[src/rtl/can_sc_pkg.sv]
package can_sc_pkg;
  typedef enum logic [1:0] {
    ST_OK      = 2'b00,
    ST_WARN    = 2'b01,
    ST_PASSIVE = 2'b10,
    ST_BUSOFF  = 2'b11
  } err_st_e;

  localparam int NUM_SIDES = 2;
  localparam int SIDE_RX   = 0;
  localparam int SIDE_TX   = 1;

  // sensitivity codes
  localparam logic [1:0] SENS_NONE    = 2'b00;
  localparam logic [1:0] SENS_BUSOFF  = 2'b01;
  localparam logic [1:0] SENS_PASSIVE = 2'b10;
  localparam logic [1:0] SENS_ALL     = 2'b11;
endpackage

[src/rtl/can_sc_level.sv]
module can_sc_level
  import can_sc_pkg::*;
#(
  parameter int CNT_W       = 8,
  parameter int WARN_LIM    = 96,
  parameter int PASSIVE_LIM = 128
) (
  input  logic [CNT_W-1:0] cnt,
  input  logic             force_off,
  output err_st_e          st
);
  localparam logic [CNT_W-1:0] WARN_T    = CNT_W'(WARN_LIM);
  localparam logic [CNT_W-1:0] PASSIVE_T = CNT_W'(PASSIVE_LIM);

  always_comb begin
    if (force_off)             st = ST_BUSOFF;
    else if (cnt >= PASSIVE_T) st = ST_PASSIVE;
    else if (cnt >= WARN_T)    st = ST_WARN;
    else                       st = ST_OK;
  end
endmodule

[src/rtl/can_sc_filter.sv]
module can_sc_filter
  import can_sc_pkg::*;
(
  input  logic       clk,
  input  logic       rst_n,
  input  err_st_e    cur,
  input  logic [1:0] level,
  output logic       hit
);
  err_st_e prev_q;
  logic    changed;
  logic    touches_off;
  logic    touches_passive;

  always_ff @(posedge clk or negedge rst_n) begin
    if (!rst_n) prev_q <= ST_OK;
    else        prev_q <= cur;
  end

  assign changed         = (cur != prev_q);
  assign touches_off     = (cur == ST_BUSOFF) || (prev_q == ST_BUSOFF);
  assign touches_passive = (cur[1] == 1'b1) || (prev_q[1] == 1'b1);

  always_comb begin
    unique case (level)
      SENS_NONE:    hit = 1'b0;
      SENS_BUSOFF:  hit = changed && touches_off;
      SENS_PASSIVE: hit = changed && touches_passive;
      default:      hit = changed;
    endcase
  end
endmodule

[src/rtl/can_sc_regs.sv]
module can_sc_regs #(
  parameter int REG_W = 6
) (
  input  logic             clk,
  input  logic             rst_n,
  input  logic             init_req,
  input  logic             init_ack,
  input  logic             wr_en,
  input  logic             wr_sel,
  input  logic [REG_W-1:0] wr_data,
  output logic             sc_en,
  output logic             wake_en,
  output logic [1:0]       rx_sens,
  output logic [1:0]       tx_sens
);
  logic in_init;
  logic wr_ok;

  assign in_init = init_req && init_ack;
  assign wr_ok   = wr_en && wr_sel && !init_req && !init_ack;

  always_ff @(posedge clk or negedge rst_n) begin
    if (!rst_n) begin
      sc_en   <= 1'b0;
      wake_en <= 1'b0;
      rx_sens <= 2'b00;
      tx_sens <= 2'b00;
    end else if (in_init) begin
      sc_en   <= 1'b0;
      wake_en <= 1'b0;
    end else if (wr_ok) begin
      sc_en   <= wr_data[0];
      wake_en <= wr_data[1];
      rx_sens <= wr_data[3:2];
      tx_sens <= wr_data[5:4];
    end
  end

  AST_INIT_CLEARS_EN: assert property (@(posedge clk) disable iff (!rst_n)
    (init_req && init_ack) |=> (!sc_en && !wake_en));
  AST_HALF_INIT_LOCKS: assert property (@(posedge clk) disable iff (!rst_n)
    (init_req != init_ack) |=> ($stable(sc_en) && $stable(wake_en)));
  AST_SENS_KEPT_INIT: assert property (@(posedge clk) disable iff (!rst_n)
    (init_req && init_ack) |=> ($stable(rx_sens) && $stable(tx_sens)));
endmodule

[src/rtl/can_sc_irq.sv]
module can_sc_irq
  import can_sc_pkg::*;
#(
  parameter int CNT_W       = 8,
  parameter int WARN_LIM    = 96,
  parameter int PASSIVE_LIM = 128,
  parameter int REG_W       = 6
) (
  input  logic             clk,
  input  logic             rst_n,
  input  logic [CNT_W-1:0] rx_err_cnt,
  input  logic [CNT_W-1:0] tx_err_cnt,
  input  logic             bus_off,
  input  logic             init_req,
  input  logic             init_ack,
  input  logic             wake_evt,
  input  logic             wr_en,
  input  logic             wr_addr,
  input  logic [REG_W-1:0] wr_data,
  input  logic             rd_addr,
  output logic [REG_W-1:0] rd_data,
  output logic [1:0]       rx_stat,
  output logic [1:0]       tx_stat,
  output logic             sc_flag,
  output logic             sc_irq,
  output logic             wake_irq
);
  localparam logic ADDR_EN   = 1'b0;
  localparam logic ADDR_STAT = 1'b1;

  logic             sc_en;
  logic             wake_en;
  logic [1:0]       rx_sens;
  logic [1:0]       tx_sens;
  logic [CNT_W-1:0] cnt_arr  [NUM_SIDES];
  logic [1:0]       sens_arr [NUM_SIDES];
  err_st_e          st_cur   [NUM_SIDES];
  logic [1:0]       stat_q   [NUM_SIDES];
  logic [NUM_SIDES-1:0] hit;
  logic             any_hit;
  logic             flag_clr;

  assign cnt_arr[SIDE_RX]  = rx_err_cnt;
  assign cnt_arr[SIDE_TX]  = tx_err_cnt;
  assign sens_arr[SIDE_RX] = rx_sens;
  assign sens_arr[SIDE_TX] = tx_sens;

  can_sc_regs #(.REG_W(REG_W)) u_regs (
    .clk      (clk),
    .rst_n    (rst_n),
    .init_req (init_req),
    .init_ack (init_ack),
    .wr_en    (wr_en),
    .wr_sel   (wr_addr == ADDR_EN),
    .wr_data  (wr_data),
    .sc_en    (sc_en),
    .wake_en  (wake_en),
    .rx_sens  (rx_sens),
    .tx_sens  (tx_sens)
  );

  for (genvar s = 0; s < NUM_SIDES; s++) begin : g_side
    can_sc_level #(
      .CNT_W       (CNT_W),
      .WARN_LIM    (WARN_LIM),
      .PASSIVE_LIM (PASSIVE_LIM)
    ) u_level (
      .cnt       (cnt_arr[s]),
      .force_off (bus_off),
      .st        (st_cur[s])
    );

    can_sc_filter u_filter (
      .clk   (clk),
      .rst_n (rst_n),
      .cur   (st_cur[s]),
      .level (sens_arr[s]),
      .hit   (hit[s])
    );

    always_ff @(posedge clk or negedge rst_n) begin
      if (!rst_n)        stat_q[s] <= 2'b00;
      else if (!sc_flag) stat_q[s] <= st_cur[s];
    end
  end

  assign any_hit  = |hit;
  assign flag_clr = wr_en && (wr_addr == ADDR_STAT) && wr_data[0];

  always_ff @(posedge clk or negedge rst_n) begin
    if (!rst_n)        sc_flag <= 1'b0;
    else if (any_hit)  sc_flag <= 1'b1;
    else if (flag_clr) sc_flag <= 1'b0;
  end

  assign rx_stat  = stat_q[SIDE_RX];
  assign tx_stat  = stat_q[SIDE_TX];
  assign sc_irq   = sc_flag && sc_en;
  assign wake_irq = wake_evt && wake_en;

  always_comb begin
    rd_data = '0;
    if (rd_addr == ADDR_EN) begin
      rd_data[0]   = sc_en;
      rd_data[1]   = wake_en;
      rd_data[3:2] = rx_sens;
      rd_data[5:4] = tx_sens;
    end else begin
      rd_data[0]   = sc_flag;
      rd_data[3:2] = stat_q[SIDE_RX];
      rd_data[5:4] = stat_q[SIDE_TX];
    end
  end

  AST_FLAG_ON_HIT: assert property (@(posedge clk) disable iff (!rst_n)
    any_hit |=> sc_flag);
  AST_NO_SPURIOUS_FLAG: assert property (@(posedge clk) disable iff (!rst_n)
    (!sc_flag && !any_hit) |=> !sc_flag);
  AST_STAT_FROZEN: assert property (@(posedge clk) disable iff (!rst_n)
    sc_flag |=> ($stable(rx_stat) && $stable(tx_stat)));
endmodule

[config.mk]
export PLATFORM = sky130hd
export DESIGN_NAME = can_sc_irq
export DESIGN_NICKNAME = d
export VERILOG_FILES = /design/src/rtl/can_sc_pkg.sv /design/src/rtl/can_sc_level.sv /design/src/rtl/can_sc_filter.sv /design/src/rtl/can_sc_regs.sv /design/src/rtl/can_sc_irq.sv
export SDC_FILE = /design/constraint.sdc
export NUM_CORES = 1
export LEC_CHECK = 0
export ABC_AREA = 1
export BUFFER_PORTS_ARGS = -buffer_cell sky130_fd_sc_hd__buf_2
export CORE_UTILIZATION = 40
export CTS_CLUSTER_SIZE = 8
export DETAILED_ROUTE_END_ITERATION = 8
export HOLD_SLACK_MARGIN = 0.06
export PLACE_DENSITY = 0.8
export SLEW_MARGIN = 15
export SYNTH_ARGS = -nofsm -noshare
export SYNTH_HDL_FRONTEND = slang
export SYNTH_SLANG_ARGS = --single-unit
[constraint.sdc]
create_clock -name clk -period 1.2 [get_ports clk]
set_clock_uncertainty 0.1 [all_clocks]
set_input_delay 0 -clock clk [delete_from_list [all_inputs] [get_ports clk]]
set_output_delay 0 -clock clk [all_outputs]
set_load 0.05 [all_outputs]
==> results of run 1 <==
## what timing repair did
action                     in CTS  in global routing
setup endpoints to repair       7                  8
buffers inserted                5                  0
pin swaps                       2                  4
resized for setup              18                 18
hold endpoints to repair       30                  3
## kinds of logic (layout without fill, tap and decap cells)
| family | count (synthesis) | in the layout |
|---|---|---|
| adder cells (fa/ha/maj) | 6 | 6 |
| buffers and inverters | 22 | 87 |
| multiplexers | 2 | 2 |
| AO/OA/AOI/OAI | 17 | 17 |
| AND/OR/NAND/NOR | 43 | 43 |
| flip-flops | 15 | 15 |
## worst max-delay path: cells and delay by family (launching register included)
kind     cells  cell delay, ns
flops        1            0.41
mux          1            0.27
buf+inv      2            0.27
## cell type report
type                       instances  area, um^2  area share
inverter                          21       78.83     0.05380
clock buffer                       4       26.28     0.01793
sequential                        15       376.6      0.2570
multi-input combinational         68       449.2      0.3066
timing repair buffer              62       500.5      0.3416
tap                               27       33.78     0.02306
## layout by cell type, fill, tap and decap left out
master,instances
ha_1,4
a31oi_1,2
mux2_4,2
nand2_2,3
dfrtp_1,14
nor2_1,5
dfrtp_2,1
nand2_1,18
clkbuf_1,1
clkbuf_4,3
ha_2,1
buf_2,26
nand3_2,1
o21ai_1,5
inv_2,5
o21ai_0,2
nor2_4,1
buf_4,5
buf_6,10
nand2_4,1
a21o_1,1
a21oi_1,4
ha_4,1
nand3_1,9
inv_1,16
nor2_2,4
dlygate4sd3_1,19
nand3b_4,1
buf_8,2
o21ai_2,3
## routing by layer
metal | up-vias | wire [um] | track usage
li1 | 464 | - | -
met5 | - | 0 | 0
met1 | 445 | 1023 | 0.2799
met2 | 36 | 1472 | 0.4671
met3 | 7 | 130 | 0.02516
met4 | 0 | 48 | 0.07353
## power breakdown
part	total, uW	switching [uW]	internal (uW)
Combinational	1310	802	504
Sequential	716	97.7	618
Clock	301	172	129
Total	2320	1070	1250
## per-stage QoR
stage,cell area [um^2],std cells,setup slack (ns)
finish,1465,197,-0.1565
global route,1465,197,-0.2078
CTS,1419,197,-0.1347
detailed placement,1112,169,-0.02710
global placement,1112,169,-0.01059
floorplan,880.8,105,-0.1121
## state kept, by name (all words and copies together), names as in the netlist
signal and flops:
rx_stat 2, u_regs.tx_sens 2, g_side.u_filter.prev_q 4, u_regs.rx_sens 2
tx_stat 2, u_regs.wake_en 1, sc_flag 1, u_regs.sc_en 1
## Yosys cell counts
master / number
mux2_1: 2
o21ai_1: 5
nor2_4: 1
dfrtp_1: 15
nand3_2: 1
a31oi_1: 2
nand3_1: 9
nand2_2: 1
inv_1: 19
nand2_1: 20
inv_2: 2
nand2_4: 1
buf_2: 1
a21o_1: 1
nor2_1: 9
ha_1: 6
a21oi_1: 4
o21ai_0: 5
nand3b_4: 1
## worst paths after layout
path | endpoint | slack [ns] | cells after the start
min in group asynchronous | u_regs.tx_sens[0]$_DFFE_PN0P_ | 0.58 | 3
worst max register to register | sc_flag$_DFFE_PN0P_ | -0.12 | 7
max in group asynchronous | sc_flag$_DFFE_PN0P_ | 0.14 | 3
worst max-delay path | rd_data[3] | -0.16 | 3
worst min-delay path | g_side[0].u_filter.prev_q[1]$_DFF_PN0_ | -0.06 | 3
worst min register to register | rx_stat[1]$_DFFE_PN0N_ | 0.44 | 2
==> metrics.md, run 1 <==
| Metric | Value |
|---|---|
| Outcome | finished with violations |
| Clk slew on worst S/H paths | about 0.1 ns |
| Syn Inst Count | 105 |
| GPL Wtd Cong | 0.8005 |
| Crit end category | primary output |
| Worst Max-Slew Pin Slew | 0.3547 ns |
| Fin nets | about 210 |
| DRT Pass-1 Iters | 4 |
| Clock latency reported for the late side of the worst-skew pair | 0.29 ns |
| VDD IR max | roughly 1.0 mV |
| Simple-gate share of the synthesized area | 0.2475 |
| Mux share of post-synthesis cell area | 0.02620 |
| Sequential area share after synthesis | 0.4367 |
| Clk buf depth | 2 |
| Finish-stage setup viols | 5 |
| DR WL/cell | roughly 14 um |
| Crit path DAT | 1.26 ns |
| Hold Crit Start | bus_off |
| Avg Inst Size Synth | 8.186 um^2 |
| Num CTS Buffers | 3 |
| Horiz. Die Dim | 48.36 um |
| Vias in the first global route | 961 |
| I/O pin cnt | 44 |
| Total of fill cells in the finished design | around 150 |
| Critical Path Slowest Stage Cell | dfrtp_1 |
| Critical path type | reg2out |
| Slew Viols, Final | 0 |
| Synthesized-area fraction occupied by adder cells | 0.08734 |
| Slew margin rel. | 0.7635 |
| Pwr dens | 1586 nW/um^2 |
| Total gr overflow | 0 |
| Root Buffer | clkbuf_4 |
| Area delta synth->final | 70.45% |
| Final cycle utilization of the critical path | 1.130 |
| IO buf count | 33 |
| Post-DP HPWL | around 1.5 mm |
| Total number of vias | between 900 and 1,000 |
| Synth area leaders | dfrtp_1, ha_1, nand2_1, inv_1, nand3_1 |
| Post-synthesis compound-gate area fraction | 0.1048 |
| CTS Sinks | 15 |
| Post-synth top area cell | dfrtp_1 |
| Synth Warn # | 0 |
| Overall Global Routing Usage | 0.2428 |
| Worst path cell trace | buf_6 -> mux2_4 -> buf_8 |
| Final Critical Period | about 1.4 ns |
| DRC Markers | 0 |
| First-pass GRT wire length | 4.319 mm |
| Worst EP required | 1.10 ns |
| CTS tree | done |
| Setup crit start kind | flip-flop |
| Hold crit path type | in2reg |
| Vias/cell | 4.832 |
| # diodes | 0 |
| Starting density of the core | 0.4337 |
| Fmax | 737.2 MHz |
| Setup TNS | -0.4737 ns |
| CP max stage delay | 0.41 ns |
| Pin count of the biggest net entering global routing | 16 |
| Xor/xnor cell area share of the yosys netlist | 0 |
| Final antenna-violating net count | 0 |
| RSZ-0062 raised after global routing | yes |
| Starting DRT DRC Count | 28 |
| Reg2reg start | u_regs.rx_sens[1]$_DFFE_PN0P_ |
| Maximum fanout along the worst path | 2 |
| Rows | 16 |
| CTS Hold Bufs | 19 |
| Post-synthesis cell type count | 19 |
| Fin worst setup slack | -0.1565 ns |
| Synthesized area | around 860 um^2 |
| Final WL | 2.674 mm |
| CP startpoint | u_regs.rx_sens[1]$_DFFE_PN0P_ |
| FF+latch count, synth | 15 |
| Initial antenna violation count | 0 |
| Final Total Pwr | 2323 uW |
| Die height | 48.36 um |
| Failing checks | negative hold slack, negative setup slack |
| Hold_ws | -0.05698 ns |
| Leak | 0.0007937 uW |
| Full die area | between 2000 and 2500 um^2 |
| Core ar. | roughly 2000 um^2 |
| Share of layout cells above drive strength 1 | 0.4118 |
| Final Hold Viols | 2 |
| Synthesized Nets | about 140 |
| H-tree Lvls | 1 |
| Max-cap violations | 0 |
| Final core utilization | 0.7393 |
| Largest family of logic cells by synthesized area | simple AND/OR/NAND/NOR gates |
| Post-synth top area share | 0.4367 |
Power figures use the tool's default switching activity.
==> run 2: changes to the inputs <==
- REMOVE_ABC_BUFFERS: unset -> 1
==> metrics.md, run 2 (synthesis results as in run 1) <==
| Metric | Value |
|---|---|
| Max-cap violations | 0 (unchanged) |
| Buffers & Inverters on Critical Path | 1 (was 2) |
| Full die area | 2338 um^2 (unchanged) |
| Worst path cell trace | buf_6 -> ha_4 -> nor2_1 -> o21ai_1 -> nand2_1 -> nand2_1 -> nand2_2 -> nand3_2 (was buf_6 -> mux2_4 -> buf_8) |
| CP startpoint | u_regs.tx_sens[1]$_DFFE_PN0P_ (was u_regs.rx_sens[1]$_DFFE_PN0P_) |
| Fin nets | 213 (was 208) |
| Outcome | finished with violations (unchanged) |
| Worst R2R Setup Slack | -0.17 ns (was -0.12 ns) |
| Total number of vias | 996 (was 952) |
| Crit path top cell by count | nand2_1 |
| Hold Crit Start | bus_off (unchanged) |
| Largest register FFs | 4 (unchanged) |
| Largest Register | g_side.u_filter.prev_q (unchanged) |
| Pwr dens | 1588 nW/um^2 (was 1586 nW/um^2) |
| Core ar. | 1982 um^2 (unchanged) |
| First-pass GRT wire length | 4.326 mm (was 4.319 mm) |
| Total gr overflow | 0 (unchanged) |
| Post-DP HPWL | 1.552 mm (was 1.531 mm) |
| Reg2reg start | u_regs.tx_sens[1]$_DFFE_PN0P_ (was u_regs.rx_sens[1]$_DFFE_PN0P_) |
| Final WL | 2.900 mm (was 2.674 mm) |
| CTS Sinks | 15 (unchanged) |
| Die height | 48.36 um (unchanged) |
| I/O pin cnt | 44 (unchanged) |
| Vias in the first global route | 960 (was 961) |
| Critical path type | reg2reg (was reg2out) |
| Pre-CTS setup slack | -0.05643 ns (was -0.02710 ns) |
| Starting density of the core | 0.4337 (unchanged) |
| Final Total Pwr | 2386 uW (was 2323 uW) |
| Fmax | 729.3 MHz (was 737.2 MHz) |
| Setup TNS | -0.4252 ns (was -0.4737 ns) |
| Final Hold Viols | 1 (was 2) |
| Failing checks | negative hold slack, negative setup slack (unchanged) |
| # diodes | 0 (unchanged) |
| Clock latency reported for the late side of the worst-skew pair | 0.28 ns (was 0.29 ns) |
| Pin count of the biggest net entering global routing | 14 (was 16) |
| Maximum fanout along the worst path | 2 (unchanged) |
| Root Buffer | clkbuf_4 (unchanged) |
| DR WL/cell | 14.36 um (was 13.57 um) |
| Overall Global Routing Usage | 0.2453 (was 0.2428) |
| Num CTS Buffers | 3 (unchanged) |
| CTS tree | done (unchanged) |
| Final antenna-violating net count | 0 (unchanged) |
| DRC Markers | 0 (unchanged) |
| Hold_ws | -0.06477 ns (was -0.05698 ns) |
| Finish-stage setup viols | 5 (unchanged) |
| GPL Wtd Cong | 0.7870 (was 0.8005) |
| Fin worst setup slack | -0.1712 ns (was -0.1565 ns) |
| Hold crit path type | in2reg (unchanged) |
| Setup crit start kind | flip-flop (unchanged) |
| Crit path DAT | 1.44 ns (was 1.26 ns) |
| Worst EP required | 1.27 ns (was 1.10 ns) |
| DRT Pass-1 Iters | 4 (unchanged) |
| H-tree Lvls | 1 (unchanged) |
| Slew margin rel. | 0.7693 (was 0.7635) |
| CP max stage delay | 0.41 ns (about the same) |
| Horiz. Die Dim | 48.36 um (unchanged) |
| Crit end category | flip-flop (was primary output) |
| Rows | 16 (unchanged) |
| VDD IR max | 0.9124 mV (was 1.025 mV) |
| Commonest non-fill, non-tap cell in the layout | buf_2 (unchanged) |
| Final cycle utilization of the critical path | 1.143 (was 1.130) |
| Clk slew on worst S/H paths | 0.09 ns (was 0.10 ns) |
| Leak | 0.0008205 uW (was 0.0007937 uW) |
| Most frequent cells in the layout | buf_2, dlygate4sd3_1, nand2_1 (unchanged) |
| IO buf count | 33 (unchanged) |
| Area delta synth->final | 74.82% (was 70.45%) |
| Slew Viols, Final | 0 (unchanged) |
| Share of layout cells above drive strength 1 | 0.3886 (was 0.4118) |
| Vias/cell | 4.931 (was 4.832) |
| Final Critical Period | 1.371 ns (was 1.357 ns) |
| Critical Path Slowest Stage Cell | dfrtp_1 (unchanged) |
| Starting DRT DRC Count | 40 (was 28) |
| Clk buf depth | 2 (unchanged) |
| RSZ-0062 raised after global routing | yes (unchanged) |
| Initial antenna violation count | 0 (unchanged) |
| Delay-heaviest family, CP | flip-flops (unchanged) |
| Worst Max-Slew Pin Slew | 0.3449 ns (was 0.3547 ns) |
==> run 2: final timing paths <==
check                                                              end  cells past startpoint
worst max register to register                     sc_flag$_DFFE_PN0P_                      8
worst min register to register              u_regs.wake_en$_DFFE_PN0P_                      2
worst max-delay path                               sc_flag$_DFFE_PN0P_                      8
worst min-delay path            g_side[0].u_filter.prev_q[1]$_DFF_PN0_                      3
max in group asynchronous                          sc_flag$_DFFE_PN0P_                      3
min in group asynchronous                       rx_stat[1]$_DFFE_PN0N_                      3
==> run 2: worst register-to-register path, stage by stage, from the launching register on <==
cell	delay, ns
dfrtp_1	0.41
buf_6	0.13
ha_4	0.15
nor2_1	0.09
o21ai_1	0.08
nand2_1	0.10
nand2_1	0.08
nand2_2	0.07
nand3_2	0.05
==> run 2: area by class of cell <==
| type | count | area (um^2) |
|---|---|---|
| flip-flops and latches | 15 | 376.6 |
| clock buffers | 4 | 26.28 |
| well taps | 27 | 33.78 |
| repair buffers | 67 | 531.8 |
| multi-input cells | 68 | 455.4 |
| fillers | 119 | 479.2 |
| inverters | 21 | 78.83 |
==> run 2: metrics by stage <==
step	utilization	cell area, um^2	cells	hold WS, ns
final	0.7582	1503	202	-0.06477
after global routing	0.7582	1503	202	-0.06610
after CTS	0.7222	1431	199	-0.09624
after detailed placement	0.5467	1084	168	-0.1820
after global placement	0.5467	1084	168	-0.1794
after floorplan	-	854.6	104	-0.3956
==> run 2: layer usage <==
metal	up-vias	routed length, um	track usage
li1	471	-	-
met1	465	1124	0.2771
met2	46	1474	0.4296
met3	14	116	0.04088
met4	0	185	0.1520
met5	-	0	0
==> run 2: report_power, final <==
group | total [uW] | switching [uW] | internal (uW)
sequential | 716 | 97.7 | 618
combinational | 1380 | 847 | 536
clock | 287 | 158 | 129
total | 2390 | 1100 | 1280
==> run 2: repair_timing <==
action,CTS,global route
hold endpoints to repair,29,7
gates cloned,0,0
hold buffers,19,2
setup endpoints to repair,8,8
pin swaps,0,5
resized for setup,23,15
setup buffers,8,1
